File: config.mk
export PLATFORM = sky130hd
export DESIGN_NAME = irq_route_regs
export DESIGN_NICKNAME = d
export VERILOG_FILES = /design/src/rtl/irq_route_pkg.sv /design/src/rtl/irq_route_decode.sv /design/src/rtl/irq_route_entry.sv /design/src/rtl/irq_route_rdmux.sv /design/src/rtl/irq_route_regs.sv
export SDC_FILE = /design/constraint.sdc
export NUM_CORES = 1
export LEC_CHECK = 0
export ABC_CLOCK_PERIOD_IN_PS = 4300
export BUFFER_PORTS_ARGS = -buffer_cell sky130_fd_sc_hd__buf_2
export CORE_AREA = 5 5 662 664
export DETAILED_ROUTE_END_ITERATION = 6
export DIE_AREA = 0 0 667 669
export HOLD_SLACK_MARGIN = 0.05
export MAX_ROUTING_LAYER = met4
export SKIP_CTS_REPAIR_TIMING = 1
export SYNTH_ARGS = -nofsm -noshare
export SYNTH_HDL_FRONTEND = slang
export SYNTH_HIERARCHICAL = 1
export SYNTH_SLANG_ARGS = --single-unit
File: constraint.sdc
create_clock -name clk_i -period 4.3 [get_ports clk_i]
set_input_delay 0.215 -clock clk_i [delete_from_list [all_inputs] [get_ports clk_i]]
set_output_delay 0.215 -clock clk_i [all_outputs]
set_load 0.005 [all_outputs]
File: src/rtl/irq_route_pkg.sv
package irq_route_pkg;
  localparam logic [7:0] OFS_INDEX  = 8'h00;
  localparam logic [7:0] OFS_WINDOW = 8'h10;
  localparam logic [7:0] OFS_EOI    = 8'h40;

  localparam logic [7:0] REG_ID  = 8'h00;
  localparam logic [7:0] REG_VER = 8'h01;
  localparam logic [7:0] REG_ARB = 8'h02;
  localparam logic [7:0] REG_TBL = 8'h10;

  localparam int ID_LSB     = 24;
  localparam int ID_W       = 4;
  localparam int MAXENT_LSB = 16;

  localparam int B_DLVS = 12;
  localparam int B_RIRR = 14;
  localparam int B_TRIG = 15;

  localparam logic [63:0] ENT_RW_MASK = 64'hFFFF_0000_0001_AFFF;
  localparam logic [63:0] ENT_RST     = 64'h0000_0000_0001_0000;
  localparam logic [2:0]  FULL_WORD   = 3'd4;

  typedef enum logic [1:0] {
    ACC_NONE,
    ACC_INDEX,
    ACC_WINDOW,
    ACC_EOI
  } acc_kind_e;
endpackage

File: src/rtl/irq_route_decode.sv
module irq_route_decode
  import irq_route_pkg::*;
#(
  parameter logic [7:0] VERSION = 8'h20
) (
  input  logic       req_i,
  input  logic       we_i,
  input  logic [7:0] ofs_i,
  input  logic [2:0] size_i,
  output acc_kind_e  kind_o,
  output logic       any_rd_o,
  output logic       idx_wr_o,
  output logic       win_rd_o,
  output logic       win_wr_o,
  output logic       eoi_wr_o
);
  localparam bit HAS_EOI = (VERSION == 8'h20);

  logic full;

  always_comb begin
    unique case (ofs_i)
      OFS_INDEX:  kind_o = ACC_INDEX;
      OFS_WINDOW: kind_o = ACC_WINDOW;
      OFS_EOI:    kind_o = ACC_EOI;
      default:    kind_o = ACC_NONE;
    endcase
  end

  assign full     = (size_i == FULL_WORD);
  assign any_rd_o = req_i && !we_i;
  assign idx_wr_o = req_i && we_i && (kind_o == ACC_INDEX);
  assign win_rd_o = req_i && !we_i && (kind_o == ACC_WINDOW) && full;
  assign win_wr_o = req_i && we_i && (kind_o == ACC_WINDOW) && full;

  generate
    if (HAS_EOI) begin : g_eoi
      assign eoi_wr_o = req_i && we_i && (kind_o == ACC_EOI) && full;
    end else begin : g_no_eoi
      assign eoi_wr_o = 1'b0;
    end
  endgenerate
endmodule

File: src/rtl/irq_route_entry.sv
module irq_route_entry
  import irq_route_pkg::*;
(
  input  logic        clk_i,
  input  logic        rst_ni,
  input  logic        wr_lo_i,
  input  logic        wr_hi_i,
  input  logic [31:0] wdata_i,
  input  logic        dlvs_i,
  input  logic        rirr_set_i,
  input  logic        rirr_clr_i,
  output logic [63:0] entry_o
);
  logic [63:0] ent_q, merged, ent_d;
  logic        rirr_d;

  always_comb begin
    merged = ent_q;
    if (wr_lo_i) merged[31:0]  = wdata_i;
    if (wr_hi_i) merged[63:32] = wdata_i;
    ent_d  = merged & ENT_RW_MASK;
    // status bits never come from the bus
    rirr_d = (ent_q[B_RIRR] | rirr_set_i) & ~rirr_clr_i;
    if ((wr_lo_i || wr_hi_i) && !ent_d[B_TRIG]) rirr_d = 1'b0;
    ent_d[B_RIRR] = rirr_d;
    ent_d[B_DLVS] = dlvs_i;
  end

  always_ff @(posedge clk_i or negedge rst_ni) begin
    if (!rst_ni) ent_q <= ENT_RST;
    else         ent_q <= ent_d;
  end

  assign entry_o = ent_q;
endmodule

File: src/rtl/irq_route_rdmux.sv
module irq_route_rdmux
  import irq_route_pkg::*;
#(
  parameter int         NPINS   = 24,
  parameter logic [7:0] VERSION = 8'h20
) (
  input  logic [7:0]          idx_i,
  input  logic [ID_W-1:0]     id_i,
  input  logic [NPINS*64-1:0] table_i,
  output logic [31:0]         val_o
);
  localparam int TBL_END = int'(REG_TBL) + 2 * NPINS;

  logic [7:0]  rel;
  logic [63:0] sel;
  int          slot;

  always_comb begin
    rel   = idx_i - REG_TBL;
    slot  = int'(rel[7:1]);
    sel   = '0;
    val_o = '0;
    unique case (idx_i)
      REG_ID, REG_ARB: val_o[ID_LSB +: ID_W] = id_i;
      REG_VER: begin
        val_o[7:0]                = VERSION;
        val_o[MAXENT_LSB +: 8]    = 8'(NPINS - 1);
      end
      default: begin
        if (idx_i >= REG_TBL && int'(idx_i) < TBL_END) begin
          sel   = table_i[slot*64 +: 64];
          val_o = idx_i[0] ? sel[63:32] : sel[31:0];
        end
      end
    endcase
  end
endmodule

File: src/rtl/irq_route_regs.sv
module irq_route_regs
  import irq_route_pkg::*;
#(
  parameter int         NPINS   = 24,
  parameter int         ADDR_W  = 12,
  parameter logic [7:0] VERSION = 8'h20
) (
  input  logic                clk_i,
  input  logic                rst_ni,
  input  logic                req_i,
  input  logic                we_i,
  input  logic [ADDR_W-1:0]   addr_i,
  input  logic [2:0]          size_i,
  input  logic [31:0]         wdata_i,
  output logic [31:0]         rdata_o,
  input  logic [NPINS-1:0]    dlvs_i,
  input  logic [NPINS-1:0]    rirr_set_i,
  input  logic [NPINS-1:0]    rirr_clr_i,
  output logic [NPINS*64-1:0] table_o,
  output logic                service_o,
  output logic                eoi_o,
  output logic [7:0]          eoi_vec_o
);
  localparam int TBL_END = int'(REG_TBL) + 2 * NPINS;

  acc_kind_e        kind;
  logic             any_rd, idx_wr, win_rd, win_wr, eoi_wr;
  logic [7:0]       idx_q;
  logic [ID_W-1:0]  id_q;
  logic [31:0]      win_val, rdata_q;
  logic             svc_q, eoi_q;
  logic [7:0]       eoi_vec_q;
  logic [7:0]       rel;
  logic             tbl_in, tbl_wr;
  logic             unused_hi;

  assign unused_hi = ^addr_i[ADDR_W-1:8];

  irq_route_decode #(.VERSION(VERSION)) u_dec (
    .req_i    (req_i),
    .we_i     (we_i),
    .ofs_i    (addr_i[7:0]),
    .size_i   (size_i),
    .kind_o   (kind),
    .any_rd_o (any_rd),
    .idx_wr_o (idx_wr),
    .win_rd_o (win_rd),
    .win_wr_o (win_wr),
    .eoi_wr_o (eoi_wr)
  );

  assign rel    = idx_q - REG_TBL;
  assign tbl_in = (idx_q >= REG_TBL) && (int'(idx_q) < TBL_END);
  assign tbl_wr = win_wr && tbl_in;

  generate
    for (genvar n = 0; n < NPINS; n++) begin : g_ent
      logic hit;
      assign hit = tbl_wr && (rel[7:1] == 7'(n));
      irq_route_entry u_ent (
        .clk_i      (clk_i),
        .rst_ni     (rst_ni),
        .wr_lo_i    (hit && !idx_q[0]),
        .wr_hi_i    (hit && idx_q[0]),
        .wdata_i    (wdata_i),
        .dlvs_i     (dlvs_i[n]),
        .rirr_set_i (rirr_set_i[n]),
        .rirr_clr_i (rirr_clr_i[n]),
        .entry_o    (table_o[n*64 +: 64])
      );
    end
  endgenerate

  irq_route_rdmux #(.NPINS(NPINS), .VERSION(VERSION)) u_rd (
    .idx_i   (idx_q),
    .id_i    (id_q),
    .table_i (table_o),
    .val_o   (win_val)
  );

  always_ff @(posedge clk_i or negedge rst_ni) begin
    if (!rst_ni) begin
      idx_q <= '0;
      id_q  <= '0;
    end else begin
      if (idx_wr) idx_q <= wdata_i[7:0];
      if (win_wr && idx_q == REG_ID) id_q <= wdata_i[ID_LSB +: ID_W];
    end
  end

  always_ff @(posedge clk_i or negedge rst_ni) begin
    if (!rst_ni) begin
      rdata_q   <= '0;
      svc_q     <= 1'b0;
      eoi_q     <= 1'b0;
      eoi_vec_q <= '0;
    end else begin
      rdata_q <= '0;
      if (any_rd) begin
        if (kind == ACC_INDEX) rdata_q <= {24'h0, idx_q};
        else if (win_rd)       rdata_q <= win_val;
      end
      svc_q <= tbl_wr;
      eoi_q <= eoi_wr;
      if (eoi_wr) eoi_vec_q <= wdata_i[7:0];
    end
  end

  assign rdata_o   = rdata_q;
  assign service_o = svc_q;
  assign eoi_o     = eoi_q;
  assign eoi_vec_o = eoi_vec_q;
endmodule

==> summary.json <==
{
  "cp_cell_sequence": {"value": "buf_4 > inv_2 > ha_1 > nand3b_1 > buf_4 > nor4_2 > buf_4 > nor2_2 > a2111oi_2 > dlygate4sd3_1"},
  "syn_to_final_growth": {"value": 29.8, "unit": "%"},
  "critPathArrivalTime": {"value": 5.00, "unit": "ns"},
  "place.gp.congestion": {"value": 0.904},
  "holdPathEnd": {"value": "rdata_o[6]$_DFF_PN0_"},
  "area_of_the_die": {"value": 446000, "unit": "um2"},
  "pwr_density_cell": {"value": 302, "unit": "nW/um2"},
  "layout.cells.most_common": {"value": "sky130_fd_sc_hd__buf_2"},
  "ctsRootBufferMaster": {"value": "sky130_fd_sc_hd__clkbuf_16"},
  "fin_crit": {"value": 4.20, "unit": "ns"},
  "critical_path.most_common_cell": {"value": "sky130_fd_sc_hd__buf_4"},
  "ys_warn_count": {"value": 6},
  "hold-path-cell-count": {"value": 6},
  "worst_ir_drop_vdd": {"value": 0.286, "unit": "mV"},
  "worstHoldPathType": {"value": "primary input to flip-flop"},
  "timing.final.setup_violations": {"value": 0},
  "core.rowCount": {"value": 242},
  "grt_overflow": {"value": 0},
  "initial_utilization": {"value": 12.2, "unit": "%"},
  "final_setup_tns": {"value": 0, "unit": "ns"},
  "syn_avg_cell_area": {"value": 14.1, "unit": "um2"},
  "postSynthRegisterBits": {"value": 846},
  "antenna_found_initial": {"value": 215},
  "cts_tree": {"value": "built"},
  "final.setup.worst_slack": {"value": 0.100, "unit": "ns"},
  "ys_types": {"value": 64},
  "rr_startpoint": {"value": "idx_q[4]$_DFFE_PN0P_"},
  "p_int": {"value": 14.6, "unit": "mW"},
  "final_cell_mix": {"value": "950 x sky130_fd_sc_hd__buf_2, 817 x sky130_fd_sc_hd__dfrtp_1, 744 x sky130_fd_sc_hd__conb_1, 480 x sky130_fd_sc_hd__mux2_4, 360 x sky130_fd_sc_hd__mux4_2"},
  "worst_hold_slack": {"value": 0.0700, "unit": "ns"},
  "drive_gt1_share": {"value": 54.0, "unit": "%"},
  "max_slew_margin": {"value": -27.6, "unit": "%"},
  "slew_viol_final": {"value": 5},
  "nNetsFinal": {"value": 5066},
  "crit_path_end_kind": {"value": "flip-flop"},
  "switching_share": {"value": 29.9, "unit": "%"},
  "dp.final_hpwl": {"value": 352000, "unit": "um"},
  "worst_ep_required_time": {"value": 5.10, "unit": "ns"},
  "r2r-end": {"value": "g_ent[10].u_ent/entry_o[14]$_DFF_PN0_"},
  "post_route_drc": {"value": 0},
  "finalPower": {"value": 20.8, "unit": "mW"},
  "clock_sink_count": {"value": 846},
  "first_global_vias": {"value": 37700},
  "synth_cells": {"value": 3753},
  "timing.max_cap.violations": {"value": 0},
  "tightest_slew": {"value": 1.91, "unit": "ns"},
  "grt_setup_unrepaired": {"value": "false"},
  "clock_tree.htree_level_count": {"value": 3},
  "portBuffers": {"value": 950},
  "synthFlopType": {"value": "sky130_fd_sc_hd__dfrtp_1"},
  "crit_slowest_cell": {"value": "sky130_fd_sc_hd__dlygate4sd3_1"},
  "rr_worst_depth": {"value": 10},
  "core_area": {"value": 432000, "unit": "um2"},
  "clkSlewWorstSetupHoldPaths": {"value": 0.06, "unit": "ns"},
  "detail-route-antenna-nets": {"value": 0},
  "die_width": {"value": 667, "unit": "um"},
  "finalWirelength": {"value": 419000, "unit": "um"},
  "violations": {"value": "slew limit"},
  "viasPerCell": {"value": 3.65},
  "synthesized_area": {"value": 52900, "unit": "um2"},
  "synth_edf_count": {"value": 0},
  "final_util": {"value": 15.9, "unit": "%"},
  "r2r_slack": {"value": 0.10, "unit": "ns"},
  "synthArstFlopShare": {"value": 100, "unit": "%"},
  "worst-path-max-fanout": {"value": 14},
  "grt_max_degree": {"value": 153},
  "status": {"value": "finished with violations"},
  "hp-start": {"value": "size_i[1]"},
  "slowest_stage_delay_on_critical_path": {"value": 0.60, "unit": "ns"},
  "comb_power_share": {"value": 12.1, "unit": "%"},
  "seq_power_share": {"value": 38.7, "unit": "%"},
  "detailedRoute.firstIterationViolations": {"value": 4203},
  "ctsLongestPathBuffers": {"value": 4},
  "clkLatencyLatePin": {"value": 0.90, "unit": "ns"},
  "pwr-share-clk": {"value": 49.2, "unit": "%"},
  "dieHeight": {"value": 669, "unit": "um"},
  "critical_path_type": {"value": "flip-flop to flip-flop"},
  "max_clock_freq": {"value": 238, "unit": "MHz"},
  "tot_gr_track_use": {"value": 18.3, "unit": "%"},
  "hold_violations": {"value": 0},
  "cts-buffers-inserted": {"value": 113},
  "total_switching_power": {"value": 6.21, "unit": "mW"},
  "period_share": {"value": 97.7, "unit": "%"},
  "detail_route.first_pass.iterations": {"value": 7},
  "post_drt_wl_per_cell": {"value": 38.2, "unit": "um"},
  "power_leakage": {"value": 31.1, "unit": "nW"},
  "yosysSeqAreaShare": {"value": 40.0, "unit": "%"},
  "setup.worst_path.start_class": {"value": "flip-flop"},
  "first_pass_grt_wire_length": {"value": 501000, "unit": "um"},
  "routed-via-count": {"value": 40000},
  "floorplan.io_pins": {"value": 1701},
  "skew": {"value": 0.0875, "unit": "ns"},
  "pre_cts_slack": {"value": 0.368, "unit": "ns"}
}
## stage by stage
step           instances  instance area, um2
4_1_cts            10600               67000
6_report           11000               68700
2_1_floorplan       4473               55700
3_3_place_gp       10400               63100
5_1_grt            10900               68600
3_5_place_dp       10400               63100
## critical path, delay by kind of cell (launching register included)
family          cells  cell delay, ns
buf+inv             5            1.65
simple gates        3            1.02
fa+ha+maj           1            0.52
flops               1            0.52
compound gates      1            0.37
## sequential cells by signal, summed over array words and instances (netlist names)
signal / count
eoi_o: 1
service_o: 1
g_ent.u_ent/entry_o: 792
eoi_vec_o: 8
id_q: 4
rdata_o: 32
idx_q: 8
## logic make-up after synthesis
group | count (synthesis) | share of synthesized area (%)
AOI/OAI and AO/OA | 281 | 4.12
buffers and inverters | 1005 | 15.0
other | 24 | 0.170
muxes | 1225 | 36.9
and+or+nand+nor | 366 | 3.63
xor gates and xnor gates | 1 | 0.0165
DFF | 846 | 40.0
adders and majority gates | 5 | 0.118
## routing by layer
metal  wire (um)  GRT usage, %
met1      164000          21.7
met3       38800          5.79
met4       13600          4.92
met5           0             -
met2      202000          29.8
## Yosys cell counts, types with 26 or more instances
cell type / number / share of area, %
sky130_fd_sc_hd__mux2_2: 289 / 6.1
sky130_fd_sc_hd__mux2_4: 480 / 14
sky130_fd_sc_hd__mux2i_1: 96 / 1.8
sky130_fd_sc_hd__and2_1: 28 / 0.33
sky130_fd_sc_hd__buf_6: 60 / 1.3
sky130_fd_sc_hd__a22oi_1: 69 / 0.98
sky130_fd_sc_hd__o22ai_1: 55 / 0.65
sky130_fd_sc_hd__nor2b_1: 43 / 0.51
sky130_fd_sc_hd__buf_2: 49 / 0.46
sky130_fd_sc_hd__clkbuf_1: 56 / 0.40
sky130_fd_sc_hd__buf_12: 48 / 1.8
sky130_fd_sc_hd__dfrtp_1: 822 / 39
sky130_fd_sc_hd__buf_4: 769 / 11
sky130_fd_sc_hd__nand3_1: 26 / 0.25
sky130_fd_sc_hd__nand2_1: 59 / 0.42
sky130_fd_sc_hd__mux4_2: 360 / 15
sky130_fd_sc_hd__a21oi_1: 34 / 0.32
sky130_fd_sc_hd__nor2_1: 81 / 0.57
## worst max-delay path by stage
stage,to,start,slack [ns]
final,g_ent[10].u_ent/entry_o[14]$_DFF_PN0_,idx_q[4]$_DFFE_PN0P_,0.10
after global routing,g_ent[10].u_ent/entry_o[14]$_DFF_PN0_,idx_q[4]$_DFFE_PN0P_,0.06
after CTS,rdata_o[3]$_DFF_PN0_,idx_q[1]$_DFFE_PN0P_,0.62
after detailed placement,g_ent[11].u_ent/entry_o[7]$_DFFE_PN0P_,addr_i[1],0.37
after global placement,g_ent[12].u_ent/entry_o[62]$_DFFE_PN0P_,addr_i[1],0.44
after floorplan,g_ent[10].u_ent/entry_o[53]$_DFFE_PN0P_,addr_i[1],1.39
## power groups by stage
stage	sequential, mW	combinational [mW]	clock, mW
after floorplan	8.16	1.30	0
after global placement	8.20	1.83	0
after detailed placement	8.20	1.84	0
after CTS	8.05	1.84	10.5
after global routing	8.05	2.67	10.7
final	8.05	2.51	10.2
## area by class of cell
| cell class | instances | area (um2) |
|---|---|---|
| clock inverter | 57 | 688 |
| antenna | 186 | 465 |
| multi-input combinational | 2622 | 27000 |
| fill | 48000 | 364000 |
| tap | 5734 | 7170 |
| inverter | 7 | 30.0 |
| clock buffer | 151 | 3240 |
| timing repair buffer | 1348 | 8890 |
| sequential | 846 | 21200 |
No activity file was read; power rests on OpenSTA's default activity.
